--- src/rtl/srom_ldr_pkg.sv ---
// Package: shared types for the station-address loader.
// Assumes: nothing beyond IEEE 1800-2017.
package srom_ldr_pkg;
    typedef enum logic [1:0] {
        LD_IDLE  = 2'd0,
        LD_PROBE = 2'd1,
        LD_FETCH = 2'd2,
        LD_JUDGE = 2'd3
    } ldr_state_e;
endpackage

--- src/rtl/srom_load_seq.sv ---
// Module: srom_load_seq
// Drives the EEPROM read port. It probes word 0 with the short address
// length, picks the address length for the rest of the load, then walks
// word addresses 0..NUM_WORDS-1 and spends one judge cycle at the end.
// Assumes: the responder holds rd_done_i for one cycle per response and
// accepts a request that stays high across consecutive reads.
module srom_load_seq
    import srom_ldr_pkg::*;
#(
    parameter int WORD_W    = 16,
    parameter int NUM_WORDS = 64,
    parameter int SHORT_AW  = 6,
    parameter int LONG_AW   = 8,
    parameter int AL_W      = 4,
    parameter int IDX_W     = 6
) (
    input  logic              clk,
    input  logic              rst_n,
    input  logic              start_i,
    input  logic              rd_done_i,
    input  logic [WORD_W-1:0] rd_data_i,
    output logic              rd_req_o,
    output logic [LONG_AW-1:0] rd_addr_o,
    output logic [AL_W-1:0]   rd_alen_o,
    output logic              clear_o,
    output logic              take_o,
    output logic [IDX_W-1:0]  idx_o,
    output logic              judge_o
);
    localparam logic [IDX_W-1:0] LAST_IDX = IDX_W'(NUM_WORDS - 1);
    localparam logic [AL_W-1:0]  ALEN_S   = AL_W'(SHORT_AW);
    localparam logic [AL_W-1:0]  ALEN_L   = AL_W'(LONG_AW);

    ldr_state_e       state_q, state_d;
    logic [IDX_W-1:0] idx_q;
    logic             wide_q;
    logic             hit;

    assign hit = rd_req_o && rd_done_i;

    // Next-state decode for the load sequence.
    always_comb begin
        state_d = state_q;
        case (state_q)
            LD_IDLE:  if (start_i) state_d = LD_PROBE;
            LD_PROBE: if (hit) state_d = LD_FETCH;
            LD_FETCH: if (hit && idx_q == LAST_IDX) state_d = LD_JUDGE;
            LD_JUDGE: state_d = LD_IDLE;
            default:  state_d = LD_IDLE;
        endcase
    end

    // State register.
    always_ff @(posedge clk) begin
        if (!rst_n) state_q <= LD_IDLE;
        else        state_q <= state_d;
    end

    // Word index and address-length choice.
    always_ff @(posedge clk) begin
        if (!rst_n) begin
            idx_q  <= '0;
            wide_q <= 1'b0;
        end else if (state_q == LD_PROBE && hit) begin
            idx_q  <= '0;
            wide_q <= (rd_data_i == {WORD_W{1'b1}});
        end else if (state_q == LD_FETCH && hit && idx_q != LAST_IDX) begin
            idx_q  <= idx_q + 1'b1;
        end
    end

    // Read-port and datapath control outputs.
    always_comb begin
        rd_req_o  = (state_q == LD_PROBE) || (state_q == LD_FETCH);
        rd_addr_o = (state_q == LD_FETCH) ? LONG_AW'(idx_q) : '0;
        rd_alen_o = (state_q == LD_FETCH && wide_q) ? ALEN_L : ALEN_S;
        clear_o   = (state_q == LD_IDLE) && start_i;
        take_o    = (state_q == LD_FETCH) && hit;
        idx_o     = idx_q;
        judge_o   = (state_q == LD_JUDGE);
    end


    req_hold_chk: assert property (@(posedge clk) disable iff (!rst_n)
        (rd_req_o && !rd_done_i) |=> (rd_req_o && $stable(rd_addr_o) && $stable(rd_alen_o)));


    addr_step_chk: assert property (@(posedge clk) disable iff (!rst_n)
        (take_o && idx_q != LAST_IDX) |=> (rd_addr_o == LONG_AW'($past(rd_addr_o) + 1'b1)));


    wide_pick_chk: assert property (@(posedge clk) disable iff (!rst_n)
        (state_q == LD_PROBE && hit && rd_data_i == {WORD_W{1'b1}}) |=> (rd_alen_o == ALEN_L));


    judge_once_chk: assert property (@(posedge clk) disable iff (!rst_n)
        judge_o |=> !judge_o);
endmodule

--- src/rtl/srom_sum_acc.sv ---
// Module: srom_sum_acc
// Running image sum. It wraps modulo 2^WORD_W and is cleared when a load starts.
// Assumes: clear_i and add_i are never high together.
module srom_sum_acc #(
    parameter int WORD_W = 16
) (
    input  logic              clk,
    input  logic              rst_n,
    input  logic              clear_i,
    input  logic              add_i,
    input  logic [WORD_W-1:0] word_i,
    output logic [WORD_W-1:0] sum_o
);
    // Accumulate each taken word; the carry out is dropped.
    always_ff @(posedge clk) begin
        if (!rst_n || clear_i) sum_o <= '0;
        else if (add_i)        sum_o <= sum_o + word_i;
    end
endmodule

--- src/rtl/srom_mac_assemble.sv ---
// Module: srom_mac_assemble
// Captures the leading ADDR_WORDS words of the image and lays out their
// bytes low-byte-first, with the first byte in the top bits of mac_o.
// Assumes: WORD_W is a multiple of 8.
module srom_mac_assemble #(
    parameter int WORD_W     = 16,
    parameter int ADDR_WORDS = 3,
    parameter int IDX_W      = 6,
    parameter int MAC_W      = 48
) (
    input  logic              clk,
    input  logic              rst_n,
    input  logic              clear_i,
    input  logic              take_i,
    input  logic [IDX_W-1:0]  idx_i,
    input  logic [WORD_W-1:0] word_i,
    output logic [MAC_W-1:0]  mac_o
);
    localparam int BPW = WORD_W / 8;

    logic [WORD_W-1:0] word_q [ADDR_WORDS];

    for (genvar g = 0; g < ADDR_WORDS; g++) begin : g_word
        // Latch address word g when its index comes by.
        always_ff @(posedge clk) begin
            if (!rst_n || clear_i)
                word_q[g] <= '0;
            else if (take_i && idx_i == IDX_W'(g))
                word_q[g] <= word_i;
        end
        for (genvar b = 0; b < BPW; b++) begin : g_byte
            assign mac_o[MAC_W-1-8*(g*BPW+b) -: 8] = word_q[g][8*b +: 8];
        end
    end
endmodule

--- src/rtl/srom_addr_loader.sv ---
// Module: srom_addr_loader (top)
// Loads the station address from an EEPROM image and checks the image sum.
// The sequencer drives the read port, the accumulator sums the words, and
// the assembler collects the address. Results are registered here at the
// judge cycle.
// Assumes: the read engine behind rd_* handles the serial protocol.
module srom_addr_loader
    import srom_ldr_pkg::*;
#(
    parameter int                WORD_W     = 16,
    parameter int                NUM_WORDS  = 64,
    parameter int                SHORT_AW   = 6,
    parameter int                LONG_AW    = 8,
    parameter int                ADDR_WORDS = 3,
    parameter logic [WORD_W-1:0] SUM_SIG    = 16'hBABA,
    localparam int               AL_W       = $clog2(LONG_AW + 1),
    localparam int               MAC_W      = ADDR_WORDS * WORD_W
) (
    input  logic               clk,
    input  logic               rst_n,
    input  logic               start_i,
    output logic               rd_req_o,
    output logic [LONG_AW-1:0] rd_addr_o,
    output logic [AL_W-1:0]    rd_alen_o,
    input  logic [WORD_W-1:0]  rd_data_i,
    input  logic               rd_done_i,
    output logic [MAC_W-1:0]   mac_o,
    output logic               mac_valid_o,
    output logic               cksum_err_o,
    output logic               done_o
);
    localparam int IDX_W = $clog2(NUM_WORDS);

    logic              clear_w, take_w, judge_w;
    logic [IDX_W-1:0]  idx_w;
    logic [WORD_W-1:0] sum_w;
    logic [MAC_W-1:0]  raw_mac_w;
    logic              pass_w;

    srom_load_seq #(
        .WORD_W(WORD_W), .NUM_WORDS(NUM_WORDS), .SHORT_AW(SHORT_AW),
        .LONG_AW(LONG_AW), .AL_W(AL_W), .IDX_W(IDX_W)
    ) seq_i (
        .clk(clk), .rst_n(rst_n), .start_i(start_i),
        .rd_done_i(rd_done_i), .rd_data_i(rd_data_i),
        .rd_req_o(rd_req_o), .rd_addr_o(rd_addr_o), .rd_alen_o(rd_alen_o),
        .clear_o(clear_w), .take_o(take_w), .idx_o(idx_w), .judge_o(judge_w)
    );

    srom_sum_acc #(.WORD_W(WORD_W)) acc_i (
        .clk(clk), .rst_n(rst_n), .clear_i(clear_w), .add_i(take_w),
        .word_i(rd_data_i), .sum_o(sum_w)
    );

    srom_mac_assemble #(
        .WORD_W(WORD_W), .ADDR_WORDS(ADDR_WORDS), .IDX_W(IDX_W), .MAC_W(MAC_W)
    ) asm_i (
        .clk(clk), .rst_n(rst_n), .clear_i(clear_w), .take_i(take_w),
        .idx_i(idx_w), .word_i(rd_data_i), .mac_o(raw_mac_w)
    );

    assign pass_w = (sum_w == SUM_SIG);

    // Result registers: cleared on start, set at the judge cycle.
    always_ff @(posedge clk) begin
        if (!rst_n || clear_w) begin
            mac_o       <= '0;
            mac_valid_o <= 1'b0;
            cksum_err_o <= 1'b0;
            done_o      <= 1'b0;
        end else if (judge_w) begin
            mac_o       <= pass_w ? raw_mac_w : '0;
            mac_valid_o <= pass_w;
            cksum_err_o <= !pass_w;
            done_o      <= 1'b1;
        end else begin
            done_o      <= 1'b0;
        end
    end


    err_zero_chk: assert property (@(posedge clk) disable iff (!rst_n)
        cksum_err_o |-> (mac_o == '0));


    flag_excl_chk: assert property (@(posedge clk) disable iff (!rst_n)
        !(mac_valid_o && cksum_err_o));


    verdict_chk: assert property (@(posedge clk) disable iff (!rst_n)
        done_o |-> (mac_valid_o == (sum_w == SUM_SIG)));


    done_pulse_chk: assert property (@(posedge clk) disable iff (!rst_n)
        done_o |=> !done_o);


    done_timing_chk: assert property (@(posedge clk) disable iff (!rst_n)
        $rose(done_o) |-> $past(take_w, 2));
endmodule

--- config.mk ---
export PLATFORM = sky130hd
export DESIGN_NAME = srom_addr_loader
export DESIGN_NICKNAME = d
export VERILOG_FILES = /design/src/rtl/srom_ldr_pkg.sv /design/src/rtl/srom_load_seq.sv /design/src/rtl/srom_sum_acc.sv /design/src/rtl/srom_mac_assemble.sv /design/src/rtl/srom_addr_loader.sv
export SDC_FILE = /design/constraint.sdc
export NUM_CORES = 1
export LEC_CHECK = 0
export BUFFER_PORTS_ARGS = -buffer_cell sky130_fd_sc_hd__buf_2
export CORE_MARGIN = 10
export CORE_UTILIZATION = 46
export DETAILED_ROUTE_END_ITERATION = 10
export MAX_ROUTING_LAYER = met4
export PLACE_DENSITY = 0.67
export SLEW_MARGIN = 20
export SYNTH_ARGS = -nofsm -noshare
export SYNTH_HDL_FRONTEND = slang
export SYNTH_SLANG_ARGS = --single-unit
export TNS_END_PERCENT = 5
--- constraint.sdc ---
create_clock -name clk -period 2.4 [get_ports clk]
set_input_delay 0.24 -clock clk [delete_from_list [all_inputs] [get_ports clk]]
set_output_delay 0.24 -clock clk [all_outputs]
set_load 0.1 [all_outputs]
After elaboration in Yosys (flattened, before gate mapping)
Memory sizes are Yosys's and may differ from the RTL's.
Cells that the tools add are included.

word-level totals
  register bits after elaboration = 76
  RAM bits = 48
  output and inout port bits = 64
  logic and storage cells = 67
  memories kept = 1

cells by class
  add/subtract/negate cells = 2
  eq/ne operators = 12
  muxes and demuxes = 22
  bitwise logic cells = 4
  reduce and logical (&&, ||, !) cells = 18

memory list
  memory        words  width  rd ports  clocked after memory_dff  wr ports  RTL line                 text
  asm_i.word_q  3      16     3         0                         3         srom_mac_assemble.sv:21  logic [WORD_W-1:0] word_q [ADDR_WORDS];

operator list
  kind                                                                   count
  16-bit two-way mux                                                     3
  48-bit two-way mux                                                     1
  16-bit equality test, second input constant                            2
  16-bit adder                                                           1
  1-bit two-way mux                                                      12
  1-bit logical AND                                                      10
  2-bit case mux with 4 select lines                                     1
  6-bit by 1-bit adder with 6-bit output, second input constant          1
  6-bit by 1-bit equality test with 1-bit output, second input constant  1
  6-bit by 2-bit equality test with 1-bit output, second input constant  1
  6-bit equality test, second input constant                             1
  6-bit logical NOT                                                      1
  2-bit two-way mux                                                      3
  6-bit two-way mux                                                      1
  6-bit != test, second input constant                                   1
  2-bit equality test, second input constant                             2
  4-bit two-way mux                                                      1
  2-bit by 1-bit != test with 1-bit output, second input constant        2
  1-bit OR                                                               3
  3-bit AND reduction                                                    1
  2-bit by 1-bit equality test with 1-bit output, second input constant  1
  1-bit logical NOT                                                      2
  2-bit logical NOT                                                      1
  1-bit logical OR                                                       2
  3 further kinds                                                        3

Depth between registers and ports, before layout
Gate-level depths: netlist of run 1.

  depth after elaboration = 9
  gate-level depth with buffers = 9
  depth with buffers taken out = 8

Modules after synthesis
From an unflattened synthesis of run 1, not the netlist that was laid out.

unflattened totals
  cell total of the unflattened synthesis = 608
  area, all modules = 6,024.5 um^2

modules (own cells, without submodules)
  module             instances  cells an instance  area an instance (um^2)  sequential area each (um^2)
  srom_addr_loader   1          236                2,108.3                  1,021.0
  srom_mac_assemble  1          135                1,954.4                  1,441.4
  srom_sum_acc       1          161                1,345.0                  320.3
  srom_load_seq      1          76                 616.8                    180.2

Worst setup path before layout of run 1
No wires, ideal clock.

  path type = flip-flop to output port
  from = reg seq_i.state_q[0]
  to = out rd_alen_o[3]
  arrival time = 2.198 ns
  data required time = 2.160 ns
  path slack = -0.038 ns
  stages on the path, launching flop included = 6
  buffers on the path = 1
  cell sequence = dfxtp_1 inv_1 ha_1 buf_2 nand2_1 inv_1

between the ends
  cells in the longest elaborated chain, start to end = 3

ends and longest elaborated chain
  element                   RTL line                text
  start: declaration        srom_load_seq.sv:34     ldr_state_e state_q, state_d;
  start signal: assignment  srom_load_seq.sv:56     else state_q <= state_d;
  2-bit equality test       srom_load_seq.sv:76     rd_alen_o = (state_q == LD_FETCH && wide_q) ? ALEN_L : ALEN_S;
  1-bit logical AND         srom_load_seq.sv:76
  4-bit two-way mux         srom_load_seq.sv:76
  end: declaration          srom_addr_loader.sv:24  output logic [AL_W-1:0] rd_alen_o,

Every way passes these cells.

Final worst setup path of run 1
  from = reg acc_i.sum_o[0]
  to = reg acc_i.sum_o[14]

between the ends
  cells in the longest elaborated chain, start to end = 1

ends and longest elaborated chain
  element                   RTL line            text
  start: declaration        srom_sum_acc.sv:12  output logic [WORD_W-1:0] sum_o
  start signal: assignment  srom_sum_acc.sv:17  else if (add_i) sum_o <= sum_o + word_i;
  16-bit adder              srom_sum_acc.sv:17

Every way passes these cells.
A chain may end at the register's enable or synchronous reset.

==> results.cfg, run 1 <==
[run_status]
outcome = finished clean

[logic_synthesis]
synth_area_um2 = 5543
ys_warn_count = 0
synth_seq_cells = 124
yosysUniqueCellTypes = 57
synth_area_leader_cell = dfxtp_1
netlist_instances = 540
syn_avg_cell_area_um2 = 10.26
netlist.area_leader.share = 0.2745
synthArstFlopShare = 0
synth_edf_count = 48
seq_area_frac_synth = 0.5345
netlist_top_cells_area = dfxtp_1 (27%), edfxtp_1 (26%), a22oi_1 (6.5%)
ys.flop_type = dfxtp_1

[pwr]
p_leak_uw = 0.002777
ir_drop_mv = 1.045
total_power_uw = 5955
power.density_nw_per_um2 = 894.4

[place]
dp_slack_ns = 0.2012
place_congestion = 0.8906
portBuffers = 80
place_area_um2 = 6073
place_hpwl_um = 9598

[sta]
fin_skew_ns = 0.01137
fmax_ghz = 0.4595
hold_viol_final = 0
relSlewSlack = 0.6412
finalWorstSetupSlack_ns = 0.2235
final.min_clock_period_ns = 2.177
period_share = 0.9069
slew_viol_final = 0
finalSetupViolCount = 0
worst_pin_slew_ns = 0.5382
tns_ns = 0
rsz0062_at_grt = false

[detailed_routing]
drc_errors = 0
viasPerCell = 5.473
vias = 4269
routedWlPerCell_um = 17.55
routed_wl_um = 13690
ant_nets = 0
dr.pass1.iters = 5
dr.first_iter.drc_count = 246

[global_route]
grt_pass1_wl_um = 22020
grt_pass1_vias = 4242
grt-ovfl-total = 0
antenna_found_initial = 0
grt_max_degree = 51
grt_usage = 0.1719

[clocking]
cts_resized = 0
cts_buffers = 17
cts_root_buffer = clkbuf_16
post-cts-setup-buffers = 0
cts_tree = yes
clk_pin_slew_ns = 0.06
clock_path_buffers = 2
clkLatencyLatePin_ns = 0.41
htreeDepth = 4
clock_sinks = 124
hold_buffers = 0

[setup_path]
critical_path_class = register to register
cp_max_fo = 4
end_kind = register
crit_required_ns = 2.73
cp-start-kind = register
cp.arrival_ns = 2.51

[floorplan]
ios = 84
die_w_um = 129.8
die_area_um2 = 16840
core_region_area_um2 = 11910
rows = 40
floorplan.initialDensity = 0.4653
die_h_um = 129.8

[final_layout]
nets = 665
final_util = 0.5589
layout-drive-gt1-share = 0.2101
area_delta_synth_final_pct = 20.11
final_cell_area_um2 = 6658
n_antenna_cell = 0
fillers = 1059
layout_common_cells = buf_2 (80), dfxtp_1 (76), nor2_1 (67)
mostFrequentLayoutCell = buf_2

[min_path]
holdCritPathClass = input port to register

[run]
cap_viol_max_count = 0
-- critical path: stages, from the launching register on --
cell	delay, ns
dfxtp_1	0.33
ha_1	0.21
fa_1	0.42
a21oi_1	0.24
o21ai_1	0.14
a21oi_1	0.24
o21ai_1	0.18
a41o_1	0.26
o211ai_1	0.07
-- through the flow --
step	hold slack (ns)	instances
global placement	0.4600	748
CTS	0.1366	780
floorplan	0.3756	542
detailed placement	0.4691	748
finish	0.1461	780
global route	0.1425	780
-- routing by layer --
layer  track usage  vias up  share of wire
li1              -     2096              -
met1        0.2104     2042           0.45
met2        0.2695      116           0.48
met3       0.05436       15          0.052
met4       0.04762        0         0.0091
met5             -        -              0
-- path summary, 6_finish.rpt --
kind                                from                             to  slack, ns  cells after the start
max          acc_i.sum_o[0]$_SDFFE_PP0P_   acc_i.sum_o[14]$_SDFFE_PP0P_       0.22                      8
min                                rst_n  seq_i.state_q[1]$_SDFFE_PN0P_       0.15                      3
max reg2reg  acc_i.sum_o[0]$_SDFFE_PP0P_   acc_i.sum_o[14]$_SDFFE_PP0P_       0.22                      8
min reg2reg  acc_i.sum_o[5]$_SDFFE_PP0P_    acc_i.sum_o[5]$_SDFFE_PP0P_       0.48                      2
-- cell type report --
cell class	count	area, µm²	area share
Sequential cell	124	2963	0.4450
Clock inverter	7	88.84	0.01334
Multi-Input combinational cell	373	2375	0.3567
Timing Repair Buffer	92	503.0	0.07555
Tap cell	147	183.9	0.02763
Clock buffer	25	495.5	0.07442
Inverter	12	48.80	0.007329
-- flip-flops by register name (all words and copies together), names as in the netlist --
name,flops
acc_i.sum_o,16
asm_i.word_q,48
cksum_err_o,1
done_o,1
mac_o,48
mac_valid_o,1
seq_i.idx_o,6
seq_i.state_q,2
seq_i.wide_q,1
-- synth_stat cells (all sizes together) (2+ instances only) --
master,n
nor3b,2
edfxtp,48
a41oi,2
nand4,8
and2,57
clkbuf,14
o211ai,3
a211oi,3
dfxtp,76
a21boi,2
nand2,34
buf,19
nor4bb,2
a21o,5
xor2,2
nand2b,3
nor2,69
nand3,15
xnor2,10
ha,24
a22oi,48
nor4,2
a21oi,24
or3,3
inv,12
and3,4
or4,2
nor2b,2
o21ai,18
mux2i,2
a31oi,4
nor3,7
-- power by group --
part	switching [µW]	total [µW]	internal [µW]
sequential	79.9	2500	2420
clock	867	2500	1630
combinational	700	959	260
total	1650	5950	4310
-- cells by family after synthesis --
family	synth area share
mux	0.003612
other cells	0.0006766
flops	0.5345
compound gates	0.1470
simple gates	0.1971
fa+ha+maj	0.05779
xor+xnor	0.01896
buf+inv	0.04041
No activity file was read; power rests on OpenSTA's default activity.
==> run 2: changes to the inputs <==
--- a/config.mk
+++ b/config.mk
@@ -6,8 +6,8 @@
 export NUM_CORES = 1
 export LEC_CHECK = 0
 export BUFFER_PORTS_ARGS = -buffer_cell sky130_fd_sc_hd__buf_2
-export CORE_MARGIN = 10
 export CORE_UTILIZATION = 46
+export CTS_BUF_LIST = sky130_fd_sc_hd__clkbuf_8
 export DETAILED_ROUTE_END_ITERATION = 10
 export MAX_ROUTING_LAYER = met4
 export PLACE_DENSITY = 0.67
==> run 2 against run 1 <==
The run now ends with DRC left. First-iteration DRC count rose by 15%. Flip-flop and latch count did not move. Fmax rose by 0.78%. Register-to-register slack improved by 0.07 ns. Die area fell by 26%. Count of clock-buffer cells in the layout fell by 4. Critical endpoint is now rd_alen_o[3]. Largest cell class unchanged. Largest power group unchanged. Highest routed layer unchanged.
==> results.cfg, run 2 (synthesis gave the netlist of run 1 again) <==
[run_status]
outcome = finished with violations
violations = DRC

[sta]
rsz0062_at_grt = false
hold_viol_final = 0
finalSetupViolCount = 0
fmax_ghz = 0.4630
slew_viol_final = 0
fin_skew_ns = 0.01122
final.min_clock_period_ns = 2.160
period_share = 0.8998
worst_pin_slew_ns = 0.5539
relSlewSlack = 0.6308
tns_ns = 0

[global_route]
grt_pass1_vias = 4168
grt_pass1_wl_um = 21530
grt_usage = 0.2320
grt_max_degree = 51
antenna_found_initial = 0
grt-ovfl-total = 0

[final_layout]
final_util = 0.5548
final_cell_area_um2 = 6416
area_delta_synth_final_pct = 15.76
layout_common_cells = buf_2 (80), dfxtp_1 (76), nor2_1 (67)
nets = 664
final_cells = 775
n_antenna_cell = 0
layout-drive-gt1-share = 0.2136
mostFrequentLayoutCell = buf_2
top_regs = asm_i.word_q: 48 flops, mac_o: 48 flops, acc_i.sum_o: 16 flops

[clocking]
clkLatencyLatePin_ns = 0.44
cts_root_buffer = clkbuf_8
htreeDepth = 4
cts_tree = yes
cts_resized = 0
hold_buffers = 0
clk_pin_slew_ns = 0.07
post-cts-setup-buffers = 0
cts_buffers = 17
clock_sinks = 124
clock_path_buffers = 2

[setup_path]
slowest_stage = buf_2
crit_required_ns = 2.16
cp_max_fo = 12
cp-start-kind = register
slowest_delay_ns = 0.41
cp.arrival_ns = 1.92
end_kind = output port
critical_path_class = register to output port
path_cells = inv_1, ha_1, nand2_2, clkinvlp_4, buf_2

[detailed_routing]
vias = 4198
routedWlPerCell_um = 16.99
viasPerCell = 5.417
dr.first_iter.drc_count = 284
dr.pass1.iters = 7
ant_nets = 0
drc_errors = 8
routed_wl_um = 13170

[min_path]
holdCritPathClass = input port to register

[place]
dp.cells = 743
portBuffers = 80
place_congestion = 0.8199
place_hpwl_um = 8981
place_area_um2 = 6061

[run]
cap_viol_max_count = 0

[floorplan]
die_w_um = 111.8
core_region_area_um2 = 11560
floorplan.initialDensity = 0.4793
die_h_um = 111.8
die_area_um2 = 12490
rows = 39
ios = 84

[pwr]
internal_power_uw = 3487
power.density_nw_per_um2 = 798.5
netSwitchingFraction = 0.3193
p_seq_frac = 0.488
p_switching_uw = 1636
ir_drop_mv = 0.3365
power_frac_comb = 0.191
clkPwrFrac = 0.321
p_leak_uw = 0.002678
[run 2: changes by cell type in the layout (fill, tap and decap cells not counted), moves of 2 or more]
cell	previous run	this run
clkbuf_16	17	0
clkbuf_8	4	21
clkbuf_1	4	0
bufinv_16	2	0
clkinv_2	3	5
[run 2: layer usage]
metal,track usage,vias to the layer above,wire length [µm]
li1,-,2085,-
met1,0.2803,2008,6058
met2,0.3764,87,6358
met3,0.06532,18,541
met4,0.06937,0,210
met5,-,-,0
[run 2: final cells by class]
cell class / instances / area, µm²
fill: 1024 / 5149
tap: 143 / 178.9
inverter: 12 / 48.80
clock inverter: 11 / 66.31
sequential: 124 / 2963
clock buffer: 21 / 289.0
multi-input combinational: 373 / 2375
timing repair buffer: 91 / 495.5
[run 2: power by group through the flow]
stage	Clock [µW]	Sequential, µW	Combinational (µW)
2_1_floorplan	0	2530	705
5_1_grt	1780	2520	1070
4_1_cts	1670	2500	974
3_5_place_dp	0	2550	969
3_3_place_gp	0	2540	938
6_report	1650	2500	977
[run 2: stage by stage]
step / total power, µW / hold WS, ns / setup WS [ns]
floorplan: 3235 / 0.3756 / 0.08048
global placement: 3477 / 0.4620 / 0.2410
detailed placement: 3515 / 0.4678 / 0.1978
CTS: 5139 / 0.08746 / 0.2244
global route: 5365 / 0.09249 / 0.09004
finish: 5123 / 0.1111 / 0.2404
[run 2: worst max-delay path: cells and delay by family, from the launching register on]
kind / cells / cell delay [ns]
adders and majority gates: 1 / 0.37
DFF: 1 / 0.33
buffers and inverters: 3 / 0.63
and+or+nand+nor: 1 / 0.13
[run 2: final timing paths]
| kind | cells past startpoint | slack, ns | end | startpoint |
|---|---|---|---|---|
| setup reg to reg | 8 | 0.29 | acc_i.sum_o[12]$_SDFFE_PP0P_ | acc_i.sum_o[0]$_SDFFE_PP0P_ |
| hold / removal | 3 | 0.11 | seq_i.state_q[1]$_SDFFE_PN0P_ | rst_n |
| setup / recovery | 5 | 0.24 | rd_alen_o[3] | seq_i.state_q[0]$_SDFFE_PN0P_ |
| hold reg to reg | 2 | 0.48 | acc_i.sum_o[3]$_SDFFE_PP0P_ | acc_i.sum_o[3]$_SDFFE_PP0P_ |
